## config.mk

```make
export PLATFORM = sky130hd
export DESIGN_NAME = clkgen_cfg_slave
export DESIGN_NICKNAME = d
export VERILOG_FILES = /design/src/rtl/cfgslv_pkg.sv /design/src/rtl/cfgslv_linesync.sv /design/src/rtl/cfgslv_proto.sv /design/src/rtl/cfgslv_nvstore.sv /design/src/rtl/clkgen_cfg_slave.sv
export SDC_FILE = /design/constraint.sdc
export NUM_CORES = 1
export LEC_CHECK = 0
export ABC_AREA = 1
export BUFFER_PORTS_ARGS = -buffer_cell sky130_fd_sc_hd__buf_4
export CAP_MARGIN = 10
export CORE_UTILIZATION = 63
export DETAILED_ROUTE_END_ITERATION = 10
export PLACE_DENSITY = 0.79
export SETUP_SLACK_MARGIN = 0.3
export SYNTH_ARGS = -nofsm -noshare
export SYNTH_HDL_FRONTEND = slang
export SYNTH_SLANG_ARGS = --single-unit
```

## constraint.sdc

```tcl
create_clock -name clk -period 6.8 [get_ports clk]
set_input_delay 0.68 -clock clk [delete_from_list [all_inputs] [get_ports clk]]
set_output_delay 0.68 -clock clk [all_outputs]
set_load 0.02 [all_outputs]
```

## src/rtl/cfgslv_pkg.sv

```systemverilog
package cfgslv_pkg;
  typedef enum logic [2:0] {
    PH_IDLE,
    PH_RX,
    PH_ACKOUT,
    PH_TX,
    PH_ACKIN
  } phase_e;

  localparam logic [6:0] DEV_ADDR    = 7'b1101010;
  localparam logic [7:0] ID_VALUE    = 8'h10;
  localparam logic [7:0] CMD_SAVE    = 8'hC0;
  localparam logic [7:0] CMD_RESTORE = 8'hC1;
endpackage

```

## src/rtl/cfgslv_linesync.sv

```systemverilog
module cfgslv_linesync #(
  parameter int STAGES = 2
) (
  input  logic clk,
  input  logic rst_n,
  input  logic scl_i,
  input  logic sda_i,
  output logic sda_o,
  output logic scl_rise_o,
  output logic scl_fall_o,
  output logic start_o,
  output logic stop_o
);
  logic [STAGES-1:0] scl_pipe, sda_pipe;
  logic scl_q, sda_q, scl_s;

  always_ff @(posedge clk or negedge rst_n) begin
    if (!rst_n) begin
      scl_pipe <= '1;
      sda_pipe <= '1;
      scl_q    <= 1'b1;
      sda_q    <= 1'b1;
    end else begin
      scl_pipe <= {scl_pipe[STAGES-2:0], scl_i};
      sda_pipe <= {sda_pipe[STAGES-2:0], sda_i};
      scl_q    <= scl_pipe[STAGES-1];
      sda_q    <= sda_pipe[STAGES-1];
    end
  end

  assign scl_s      = scl_pipe[STAGES-1];
  assign sda_o      = sda_pipe[STAGES-1];
  assign scl_rise_o = scl_s & ~scl_q;
  assign scl_fall_o = ~scl_s & scl_q;
  assign start_o    = scl_s & scl_q & sda_q & ~sda_o;
  assign stop_o     = scl_s & scl_q & ~sda_q & sda_o;
endmodule

```

## src/rtl/cfgslv_proto.sv

```systemverilog
module cfgslv_proto
  import cfgslv_pkg::*;
#(
  parameter logic [7:0] ID_ADDR = 8'hFF
) (
  input  logic       clk,
  input  logic       rst_n,
  input  logic       sda_s,
  input  logic       scl_rise,
  input  logic       scl_fall,
  input  logic       start,
  input  logic       stop,
  input  logic       busy,
  input  logic [7:0] reg_rdata,
  output logic       sda_pull,
  output logic [7:0] ptr_o,
  output logic       wr_pulse_o,
  output logic [7:0] wr_addr_o,
  output logic [7:0] wr_data_o,
  output logic       go_save_o,
  output logic       go_restore_o
);
  phase_e     phase, phase_n;
  logic       is_addr, is_addr_n, is_read, is_read_n, mack, mack_n;
  logic       drv, drv_n, wr_p_n, gs_n, gr_n;
  logic [3:0] cnt, cnt_n;
  logic [1:0] nbytes, nbytes_n;
  logic [7:0] shreg, shreg_n, ptr, ptr_n, wa_n, wd_n, rd_byte;

  assign rd_byte = (ptr == ID_ADDR) ? ID_VALUE : reg_rdata;

  always_comb begin
    phase_n   = phase;
    is_addr_n = is_addr;
    is_read_n = is_read;
    mack_n    = mack;
    drv_n     = drv;
    cnt_n     = cnt;
    nbytes_n  = nbytes;
    shreg_n   = shreg;
    ptr_n     = ptr;
    wa_n      = wr_addr_o;
    wd_n      = wr_data_o;
    wr_p_n    = 1'b0;
    gs_n      = 1'b0;
    gr_n      = 1'b0;
    if (start) begin
      phase_n   = PH_RX;
      is_addr_n = 1'b1;
      cnt_n     = 4'd0;
      nbytes_n  = 2'd0;
      drv_n     = 1'b0;
    end else if (stop) begin
      // a clean STOP follows exactly one SCL rise of the next byte
      if (phase == PH_RX && !is_addr && cnt <= 4'd1 && nbytes == 2'd1) begin
        gs_n = (ptr == CMD_SAVE);
        gr_n = (ptr == CMD_RESTORE);
      end
      phase_n = PH_IDLE;
      drv_n   = 1'b0;
    end else begin
      case (phase)
        PH_RX: begin
          if (scl_rise) begin
            shreg_n = {shreg[6:0], sda_s};
            cnt_n   = cnt + 4'd1;
          end else if (scl_fall && cnt == 4'd8) begin
            if (is_addr) begin
              if (shreg[7:1] == DEV_ADDR && !busy) begin
                drv_n     = 1'b1;
                is_read_n = shreg[0];
                phase_n   = PH_ACKOUT;
              end else begin
                phase_n = PH_IDLE;
              end
            end else begin
              drv_n   = 1'b1;
              phase_n = PH_ACKOUT;
              if (nbytes == 2'd0) begin
                ptr_n = shreg;
              end else begin
                wr_p_n = (ptr != ID_ADDR);
                wa_n   = ptr;
                wd_n   = shreg;
                ptr_n  = ptr + 8'd1;
              end
              if (nbytes != 2'd2) nbytes_n = nbytes + 2'd1;
            end
          end
        end
        PH_ACKOUT: begin
          if (scl_fall) begin
            if (is_addr && is_read) begin
              shreg_n = {rd_byte[6:0], 1'b0};
              drv_n   = ~rd_byte[7];
              cnt_n   = 4'd1;
              phase_n = PH_TX;
            end else begin
              drv_n   = 1'b0;
              cnt_n   = 4'd0;
              phase_n = PH_RX;
            end
            is_addr_n = 1'b0;
          end
        end
        PH_TX: begin
          if (scl_fall) begin
            if (cnt == 4'd8) begin
              drv_n   = 1'b0;
              mack_n  = 1'b0;
              ptr_n   = ptr + 8'd1;
              phase_n = PH_ACKIN;
            end else begin
              drv_n   = ~shreg[7];
              shreg_n = {shreg[6:0], 1'b0};
              cnt_n   = cnt + 4'd1;
            end
          end
        end
        PH_ACKIN: begin
          if (scl_rise) begin
            mack_n = ~sda_s;
          end else if (scl_fall) begin
            if (mack) begin
              shreg_n = {rd_byte[6:0], 1'b0};
              drv_n   = ~rd_byte[7];
              cnt_n   = 4'd1;
              phase_n = PH_TX;
            end else begin
              phase_n = PH_IDLE;
            end
          end
        end
        default: phase_n = PH_IDLE;
      endcase
    end
  end

  always_ff @(posedge clk or negedge rst_n) begin
    if (!rst_n) begin
      phase        <= PH_IDLE;
      is_addr      <= 1'b0;
      is_read      <= 1'b0;
      mack         <= 1'b0;
      drv          <= 1'b0;
      cnt          <= 4'd0;
      nbytes       <= 2'd0;
      shreg        <= 8'd0;
      ptr          <= 8'd0;
      wr_addr_o    <= 8'd0;
      wr_data_o    <= 8'd0;
      wr_pulse_o   <= 1'b0;
      go_save_o    <= 1'b0;
      go_restore_o <= 1'b0;
    end else begin
      phase        <= phase_n;
      is_addr      <= is_addr_n;
      is_read      <= is_read_n;
      mack         <= mack_n;
      drv          <= drv_n;
      cnt          <= cnt_n;
      nbytes       <= nbytes_n;
      shreg        <= shreg_n;
      ptr          <= ptr_n;
      wr_addr_o    <= wa_n;
      wr_data_o    <= wd_n;
      wr_pulse_o   <= wr_p_n;
      go_save_o    <= gs_n;
      go_restore_o <= gr_n;
    end
  end

  assign sda_pull = drv;
  assign ptr_o    = ptr;
endmodule

```

## src/rtl/cfgslv_nvstore.sv

```systemverilog
module cfgslv_nvstore #(
  parameter int NREG        = 16,
  parameter int STEP_CYCLES = 64
) (
  input  logic       clk,
  input  logic       rst_n,
  input  logic       go_save,
  input  logic       go_restore,
  input  logic       shutdown,
  input  logic [7:0] rdata,
  output logic       busy_o,
  output logic       crc_err_o,
  output logic [7:0] addr_o,
  output logic [7:0] wdata_o,
  output logic       we_o
);
  localparam int IW = (NREG > 1) ? $clog2(NREG) : 1;
  localparam int SW = $clog2(STEP_CYCLES);
  localparam logic [IW-1:0] LAST_IDX  = IW'(NREG - 1);
  localparam logic [SW-1:0] LAST_STEP = SW'(STEP_CYCLES - 1);

  logic [7:0]    mem [NREG];
  logic          busy, busy_n, dir, dir_n, crc, crc_n;
  logic [IW-1:0] idx, idx_n;
  logic [SW-1:0] step, step_n;
  logic          step_done, mem_we;

  assign step_done = busy && !shutdown && (step == LAST_STEP);
  assign mem_we    = step_done && !dir;

  always_comb begin
    busy_n = busy;
    dir_n  = dir;
    crc_n  = crc;
    idx_n  = idx;
    step_n = step;
    if (!busy) begin
      if ((go_save || go_restore) && !shutdown) begin
        busy_n = 1'b1;
        dir_n  = go_restore;
        idx_n  = '0;
        step_n = '0;
      end
    end else if (shutdown) begin
      busy_n = 1'b0;
      crc_n  = 1'b1;
    end else if (step == LAST_STEP) begin
      step_n = '0;
      if (idx == LAST_IDX) begin
        busy_n = 1'b0;
        crc_n  = 1'b0;
      end else begin
        idx_n = idx + IW'(1);
      end
    end else begin
      step_n = step + SW'(1);
    end
  end

  always_ff @(posedge clk or negedge rst_n) begin
    if (!rst_n) begin
      busy <= 1'b0;
      dir  <= 1'b0;
      crc  <= 1'b0;
      idx  <= '0;
      step <= '0;
    end else begin
      busy <= busy_n;
      dir  <= dir_n;
      crc  <= crc_n;
      idx  <= idx_n;
      step <= step_n;
    end
  end

  always_ff @(posedge clk or negedge rst_n) begin
    if (!rst_n) begin
      for (int i = 0; i < NREG; i++) mem[i] <= 8'd0;
    end else if (mem_we) begin
      mem[idx] <= rdata;
    end
  end

  assign busy_o    = busy;
  assign crc_err_o = crc;
  assign addr_o    = 8'(idx);
  assign wdata_o   = mem[idx];
  assign we_o      = step_done && dir;
endmodule

```

## src/rtl/clkgen_cfg_slave.sv

```systemverilog
module clkgen_cfg_slave #(
  parameter int         NREG        = 16,
  parameter int         STEP_CYCLES = 64,
  parameter int         SYNC_STAGES = 2,
  parameter logic [7:0] ID_ADDR     = 8'hFF
) (
  input  logic       clk,
  input  logic       rst_n,
  input  logic       scl_i,
  input  logic       sda_i,
  output logic       sda_pull_o,
  input  logic       shutdown_i,
  output logic [7:0] reg_addr_o,
  output logic [7:0] reg_wdata_o,
  output logic       reg_we_o,
  input  logic [7:0] reg_rdata_i,
  output logic       nv_busy_o,
  output logic       crc_err_o
);
  logic [1:0] rst_pipe;
  logic       rst_core_n;
  logic       sda_s, scl_rise, scl_fall, start, stop;
  logic [7:0] ptr, wr_addr, wr_data, eng_addr, eng_wdata;
  logic       wr_pulse, go_save, go_restore, eng_we, busy;

  always_ff @(posedge clk or negedge rst_n) begin
    if (!rst_n) rst_pipe <= 2'b00;
    else        rst_pipe <= {rst_pipe[0], 1'b1};
  end
  assign rst_core_n = rst_pipe[1];

  cfgslv_linesync #(.STAGES(SYNC_STAGES)) u_sync (
    .clk(clk), .rst_n(rst_core_n), .scl_i(scl_i), .sda_i(sda_i),
    .sda_o(sda_s), .scl_rise_o(scl_rise), .scl_fall_o(scl_fall),
    .start_o(start), .stop_o(stop)
  );

  cfgslv_proto #(.ID_ADDR(ID_ADDR)) u_proto (
    .clk(clk), .rst_n(rst_core_n), .sda_s(sda_s), .scl_rise(scl_rise),
    .scl_fall(scl_fall), .start(start), .stop(stop), .busy(busy),
    .reg_rdata(reg_rdata_i), .sda_pull(sda_pull_o), .ptr_o(ptr),
    .wr_pulse_o(wr_pulse), .wr_addr_o(wr_addr), .wr_data_o(wr_data),
    .go_save_o(go_save), .go_restore_o(go_restore)
  );

  cfgslv_nvstore #(.NREG(NREG), .STEP_CYCLES(STEP_CYCLES)) u_store (
    .clk(clk), .rst_n(rst_core_n), .go_save(go_save), .go_restore(go_restore),
    .shutdown(shutdown_i), .rdata(reg_rdata_i), .busy_o(busy),
    .crc_err_o(crc_err_o), .addr_o(eng_addr), .wdata_o(eng_wdata), .we_o(eng_we)
  );

  assign reg_addr_o  = busy ? eng_addr : (wr_pulse ? wr_addr : ptr);
  assign reg_wdata_o = busy ? eng_wdata : wr_data;
  assign reg_we_o    = eng_we | wr_pulse;
  assign nv_busy_o   = busy;
endmodule

```

# --- Word level (Yosys, flattened, before mapping) ---
# Index checks and enable logic that the tools add are counted.
# W data, S select, Z words.
word_totals:
  n_memories: 0
  rom_bits: 0
  ff_bits: 197
  wordCells: 273
  ram_bits: 0
  out_inout_bits: 20
  inputBits: 13
  latch_bits: 0
classes:
  n_mux: 110
  n_bitwise: 21
  n_eq_ne: 49
  n_reduce_logical: 45
  n_lt_le_gt_ge: 3
  div_mod_pow: 0
  n_mul: 0
  shift: 0
  n_addsub: 5
op_table:
  columns: ["cell", "count"]
  rows:
  - ["$mux W8", 21]
  - ["$bwmux W128", 1]
  - ["$mux W4", 14]
  - ["$mux W1", 42]
  - ["$bmux W8 S4", 1]
  - ["$demux W8 S4", 1]
  - ["$pmux W8 S4", 1]
  - ["$mux W3", 9]
  - ["$ne A2 B2 Y1 const B", 13]
  - ["$eq A8 B8 Y1 const B", 3]
  - ["$mux W6", 4]
  - ["$mux W2", 11]
  - ["$reduce_and A7 Y1", 3]
  - ["$ne A4 B3 Y1 const B", 5]
  - ["$reduce_bool A2 Y1", 10]
  - ["$reduce_and A9 Y1", 2]
  - ["$pmux W4 S4", 1]
  - ["$pmux W8 S2", 1]
  - ["$ne A2 B1 Y1 const B", 7]
  - ["$logic_and A1 B1 Y1", 12]
  - ["$ne A3 B2 Y1 const B", 4]
  - ["$ne A4 B4 Y1 const B", 3]
  - ["$not A1 Y1", 12]
  - ["$pmux W3 S4", 1]
  - ["other kinds (34)", 51]

# --- Logic depth before layout (Yosys ltp) ---
# Gate-level depths: netlist of run 1.
depth:
  word_depth: 9
  ltp_mapped: 10
  depth_no_buf: 10

# --- Cells and area by module ---
# Synthesis of run 1 repeated with hierarchy kept, for this count alone.
hier_totals:
  cells_unflattened: 1540
  area_unflattened_um2: 10862.9
modules_own_cells:
  columns: ["module", "n_inst", "area_each_um2", "seq_area_each_um2", "cells_per_inst"]
  rows:
  - ["cfgslv_nvstore", 1, 7407.1, 3528.4, 1046]
  - ["cfgslv_proto", 1, 2803.9, 1201.2, 387]
  - ["clkgen_cfg_slave", 1, 452.9, 50.0, 90]
  - ["cfgslv_linesync", 1, 198.9, 157.7, 17]

# --- Worst setup path before layout of run 1 ---
# Ideal clock, no wire load.
synth_path:
  path_kind: "flip-flop to output port"
  from: "register u_store.idx[0]"
  to: "output port reg_wdata_o[0]"
  t_required_ns: 6.120
  arrival_ns: 1.558
  stages_incl_launch_ff: 11
  n_path_buf: 2
  path_slack_ns: 4.562
  cell_sequence: "dfrtp_1 -> buf_2 -> buf_1 -> nor2_1 -> nor2_1 -> o21ai_0 -> o21ai_0 -> nand2_1 -> nand2_1 -> nor2_1 -> nor2_1"
synth_between:
  elab_chain_cells: 5
synth_rtl:
  columns: ["element", "line_no", "text"]
  rows:
  - ["from (decl)", "cfgslv_nvstore.sv:24", "logic [IW-1:0] idx, idx_n;"]
  - ["from (signal assigned)", "cfgslv_nvstore.sv:71", "idx <= idx_n;"]
  - ["$not A4 Y5 (not written as such)", "cfgslv_nvstore.sv:87", "assign wdata_o = mem[idx];"]
  - ["$bmux W8 S4", "cfgslv_nvstore.sv:87", null]
  - ["$mux W8 (not written as such) (2 in series)", "cfgslv_nvstore.sv:87", null]
  - ["$mux W8", "clkgen_cfg_slave.sv:53", "assign reg_wdata_o = busy ? eng_wdata : wr_data;"]
  - ["to (decl)", "clkgen_cfg_slave.sv:14", "output logic [7:0] reg_wdata_o,"]
# Every way passes these cells. The select of a mux whose other input is x is not followed.

# --- Final worst setup path of run 1 ---
layout_path:
  from: "register u_store.idx[1]"
  to: "output port reg_wdata_o[0]"
# The elaborated chain is that of the path after synthesis.

==> results of run 1 <==
-- state kept, by name (all words and copies together) (netlist names), 2 cells and up --
register,flops
u_proto.wr_data_o,8
u_proto.wr_addr_o,8
u_store.mem,128
u_sync.scl_pipe,2
u_store.step,6
u_store.idx,4
u_proto.phase,3
u_proto.nbytes,2
u_proto.ptr_o,8
rst_pipe,2
u_sync.sda_pipe,2
u_proto.shreg,8
u_proto.cnt,4
-- per-stage QoR --
| step | instance area [sq um] | utilization | power [mW] | std cells |
|---|---|---|---|---|
| 6_report | 11200 | 0.706 | 2.60 | 1613 |
| 5_1_grt | 11200 | 0.706 | 2.69 | 1613 |
| 4_1_cts | 11200 | 0.706 | 2.60 | 1613 |
| 3_5_place_dp | 10500 | 0.666 | 1.54 | 1580 |
| 3_3_place_gp | 10500 | 0.666 | 1.54 | 1580 |
| 2_1_floorplan | 10200 | - | 1.45 | 1377 |
-- metal layers --
layer / wire [um] / share of wire
met1: 11700 / 0.42
met2: 12600 / 0.46
met3: 2490 / 0.090
met4: 886 / 0.032
met5: 0 / 0
-- cell families after synthesis --
family / after synthesis
flops: 197
simple gates: 820
buf+inv: 147
fa+ha+maj: 15
xor+xnor: 5
other cells: 1
compound gates: 192
-- area by class of cell --
class	count	area, sq um	share of cell area
Tap cell	216	270	0.0242
Sequential cell	197	4940	0.442
Clock inverter	12	166	0.0149
Timing Repair Buffer	40	315	0.0282
Inverter	95	358	0.0320
Multi-Input combinational cell	1033	4670	0.418
Clock buffer	20	457	0.0409
-- worst max path at each step --
stage                    from              to  slack [ns]  cells after the start
2_1_floorplan     rst_pipe[1]  u_proto.cnt[0]        0.91                      0
3_3_place_gp   u_store.idx[1]  reg_wdata_o[7]        3.80                     10
3_5_place_dp   u_store.idx[1]  reg_wdata_o[3]        3.74                     10
4_1_cts        u_store.idx[1]  reg_wdata_o[3]        3.26                     10
5_1_grt        u_store.idx[1]  reg_wdata_o[3]        2.96                     10
6_report       u_store.idx[1]  reg_wdata_o[0]        3.17                     10
-- cells in the final DEF (no fill, tap or decap), types with 3 or more instances in the layout --
master      count
buf_4          38
clkinvlp_4      3
dfrtp_1       189
nor2_4          4
clkinv_1        4
nor3_4          8
nor3_2          3
dfstp_2         6
nor2_1        147
ha_1           15
inv_2           4
o21ai_1        13
nand4_1         9
xor2_1          3
inv_1          86
nand3_1        78
nor3_1          3
nor2_2         11
o21ai_0       154
clkbuf_16      17
nand2_2        16
bufinv_16       3
a21oi_1        18
a22oi_1         4
nand2_1       534
-- power breakdown --
group	internal [mW]	total (mW)	switching [mW]	leakage, nW
Sequential	1.20	1.24	0.0335	2.62
Clock	0.606	1.08	0.472	0.297
Combinational	0.0806	0.289	0.208	2.89
-- worst max-delay path: cells and delay by family, from the launching register on --
| family | cells | cell delay [ns] |
|---|---|---|
| AO/OA/AOI/OAI | 1 | 0.10 |
| AND/OR/NAND/NOR | 6 | 0.73 |
| flip-flops | 1 | 0.33 |
| buffers and inverters | 3 | 1.34 |
-- what timing repair did --
action / in CTS / in global routing
hold endpoints to repair: 2 / 0
hold buffers: 1 / 0
endpoints found under the setup margin: 0 / 0
==> impl_metrics.ini, run 1 <==
[synth]
synth_edf_count = 0
syn_area_per_cell_sq_um = 7.39
synth_cell_types = 36
yosys-top-cells-count = 534 x nand2_1, 191 x dfrtp_1, 154 x o21ai_0
syn_area_sq_um = 10200
synthArstFlopShare = 1.00
ys.flop_type = dfrtp_1
syn_inst = 1377
synth-seq-cells = 197
yosys.area_share.simple = 0.340
postSynthNetCount = 1405
yosysWarnings = 0
synth_top_family_by_area = simple AND/OR/NAND/NOR gates
synthXorXnorAreaFrac = 0.00430
synth_fa_ha_area_frac = 0.0184
yosysMostFrequentCell = nand2_1
muxShareOfSynthArea = 0
yosysTopAreaCellShare = 0.469
synth_compound_area_frac = 0.0960
synth_top_area_cell = dfrtp_1
synth_area_leaders = dfrtp_1 47%, nand2_1 20%, o21ai_0 7.6%
ys_seq_area_frac = 0.485

[timing]
fin_skew_ns = 0.0116
finalCriticalPeriod_ns = 3.63
final-setup-viol-count = 0
tightest_slew_ns = 1.06
hold_violations = 0
drv_slew = 0
fin_ws_ns = 3.17
timing.slew.headroom = 0.291
min_period_over_period = 0.533
max_freq_mhz = 276
rsz0062_at_grt = no
setup_tns_ns = 0
hold_ws_ns = 0.271

[floorplan]
boundaryPins = 33
rows = 46
die_height_um = 129
die_x_um = 129
core_region_area_sq_um = 15800
initial_utilization = 0.643
die-area_sq_um = 16700

[critical_path]
cp_cell_sequence = buf_4, clkinv_1, nor2_1, o21ai_0, nand2_1, nand2_1, nand3_1, nor2_1, nor2_1, buf_4
crit_path_frequent_cell = nor2_1
reg2reg_from = u_store.idx[1]
critPathMaxStageDelay_ns = 0.67
cp.required_ns = 6.12
r2r_setup_slack_ns = 3.94
r2r-end = u_store.mem[93]
critical_path_arrival_ns = 2.95
cp_slowest_cell = clkinv_1
criticalPathCategory = flop to output port
crit_path_max_fanout = 53
worstRegToRegCells = 7
crit_path_end_kind = output port
critPathLaunchType = flop

[routing]
routed_wl_mm = 27.7
drcViolationCount = 0
first_pass_iters = 8
drt_iter0_markers = 1059
ant_nets = 0
via_per_inst = 5.71
vias = 9203
wl_per_cell_um = 17.2

[clocking]
cts_buffer_depth = 2
postCtsSetupBuffers = 0
clk_latency_ns = 0.45
cts.sinks = 197
cts_tree = yes
h-tree-depth = 4
root_buffer = clkbuf_16
cts_resized = 0
cts_inserted_buffers = 17
clkTransAtPathRegs_ns = 0.07

[outcome]
status = completed

[global_routing]
grt_use_met3 = 0.0714
grt_max_degree = 166
grt_use_total = 0.355
top_usage_layer = met2
met1_usage = 0.493
antenna_found_initial = 0
overflow = 0
first_global_vias = 8702
grt_pass1_wl_mm = 45.3
met2_usage = 0.547

[place]
pre_cts_slack_ns = 3.74
finalWeightedCongestion = 0.942
port_buffers = 32
dp_hpwl_mm = 18.3

[min_path]
hold_path_class = flop to async pin

[cells_and_area]
num-nets-final = 1412
diodes = 0
drive_above_1_share = 0.0909
n_fill_cell = 1322
area_delta_synth_final_pct = 9.78

[run]
maxCapViolCount = 0

[power]
p_leak_nw = 5.81
p_per_area_nw_per_um2 = 233
ir_worst_vdd_mv = 0.187
No activity file was read; power rests on OpenSTA's default activity.
==> inputs of run 2 (changes only) <==
CORE_UTILIZATION = 56   (was 63)
PLACE_DENSITY = 0.74   (was 0.79)
clock period = 3.3 ns   (was 6.8 ns; I/O delays follow)
==> impl_metrics.ini, run 2 (synthesized netlist as in run 1, its figures left out) <==
[cells_and_area]
area.sequential_sq_um = 4940
n_fill_cell = 1544
num-nets-final = 1417
finish.utilization = 0.640
largest_register_ffs = 128
multi_input_area_sq_um = 4670
diodes = 0
final_common_cell = nand2_1
top_register = u_store.mem
drive_above_1_share = 0.0934
area_delta_synth_final_pct = 10.3
mostFrequentLayoutCells = 534 x nand2_1, 189 x dfrtp_1, 154 x o21ai_0

[outcome]
status = completed

[clocking]
cts_inserted_buffers = 17
cts.sinks = 197
cts_tree = yes
cts_resized = 0
clkTransAtPathRegs_ns = 0.08
root_buffer = clkbuf_16
clk_latency_ns = 0.45
h-tree-depth = 4
cts_buffer_depth = 2

[routing]
drt_iter0_markers = 986
via_per_inst = 5.60
drcViolationCount = 0
vias = 9118
ant_nets = 0
wl_per_cell_um = 17.5
first_pass_iters = 6
routed_wl_mm = 28.4

[global_routing]
top_usage_layer = met2
grt_use_met3 = 0.0578
grt_max_degree = 79
grt_use_total = 0.327
met2_usage = 0.509
grt_pass1_wl_mm = 45.4
first_global_vias = 8586
antenna_found_initial = 0
met1_usage = 0.444
overflow = 0

[floorplan]
core_region_area_sq_um = 17500
die_height_um = 137
rows = 48
die_x_um = 137
die-area_sq_um = 18700
initial_utilization = 0.581
boundaryPins = 33

[min_path]
hold_path_class = input port to flop
hold_path_end = u_store.crc_err_o
hp-start = shutdown_i
min_delay_path_depth = 3

[timing]
timing.slew.headroom = 0.494
final-setup-viol-count = 0
hold_ws_ns = 0.164
hold_violations = 0
drv_slew = 0
max_freq_mhz = 356
min_period_over_period = 0.850
rsz0062_at_grt = no
finalCriticalPeriod_ns = 2.81
tightest_slew_ns = 0.759
fin_skew_ns = 0.0120
setup_tns_ns = 0

[place]
port_buffers = 32
finalWeightedCongestion = 0.922
dp_hpwl_mm = 19.4

[critical_path]
cp.required_ns = 2.97
critPathLaunchType = flop
crit_path_max_fanout = 75
r2r-end = u_proto.wr_data_o[7]
worstRegToRegCells = 8
r2r_setup_slack_ns = 0.77
crit_path_end_kind = output port
criticalPathCategory = flop to output port
critical_path_arrival_ns = 2.48
reg2reg_from = u_proto.cnt[0]

[run]
maxCapViolCount = 0

[power]
ir_worst_vdd_mv = 0.372
p_leak_nw = 5.83
p_per_area_nw_per_um2 = 466
run 2: cell count changes in the layout (fill, tap and decap cells not counted), sizes merged:
cell,previous run,this run
clkinv,7,12
buf,39,42
bufinv,3,0
clkbuf,20,17
inv,94,97
clkinvlp,3,1
dlygate4sd3,1,3
run 2: worst max-delay path by stage:
stage | cells after the start | startpoint | endpoint | slack (ns)
after floorplan | 9 | u_store.idx[1] | u_store.mem[88] | 1.28
after global routing | 9 | u_store.idx[0] | reg_wdata_o[5] | 0.38
final | 8 | u_store.idx[0] | reg_wdata_o[5] | 0.49
after global placement | 8 | u_proto.cnt[0] | u_proto.wr_addr_o[4] | 0.89
after CTS | 8 | u_store.idx[0] | reg_wdata_o[5] | 0.54
after detailed placement | 8 | u_proto.cnt[0] | u_proto.wr_addr_o[1] | 0.77
run 2: power by group:
| group | switching [mW] | total (mW) | internal (mW) |
|---|---|---|---|
| registers | 0.0778 | 2.56 | 2.48 |
| logic | 0.392 | 0.564 | 0.172 |
| clock network | 1.09 | 2.11 | 1.03 |
| total | 1.56 | 5.24 | 3.68 |
run 2: metrics by stage:
step | cells | worst slack (ns) | power (mW) | cell area [sq um]
2_1_floorplan | 1377 | 1.28 | 2.98 | 10200
3_3_place_gp | 1592 | 0.889 | 3.15 | 10600
3_5_place_dp | 1592 | 0.773 | 3.16 | 10600
4_1_cts | 1626 | 0.543 | 5.25 | 11200
5_1_grt | 1627 | 0.381 | 5.45 | 11200
6_report | 1627 | 0.494 | 5.24 | 11200
run 2: repair_timing:
action	in CTS	in global routing
setup endpoints to repair	0	0
buffers inserted	0	0
hold buffers	2	1
hold endpoints to repair	3	1
run 2: layout make-up:
cell class | count | area share
Sequential cell | 197 | 0.440
Multi-Input combinational cell | 1033 | 0.416
Clock buffer | 17 | 0.0379
Timing Repair Buffer | 45 | 0.0330
Inverter | 95 | 0.0319
Tap cell | 225 | 0.0251
Clock inverter | 15 | 0.0163
run 2: worst max-delay path: stages, from the launching register on:
cell     delay, ns
dfrtp_2       0.37
buf_4         0.59
o21ai_0       0.18
o21ai_0       0.18
nand2_1       0.13
nand3_1       0.11
nor2_1        0.06
nor2_1        0.19
buf_4         0.18
run 2: per-layer routing:
layer  wire length (um)  vias up
met5                  0        -
met4               1040        0
met3               2080       68
met2              13100      406
met1              12200     4271
li1                   -     4373
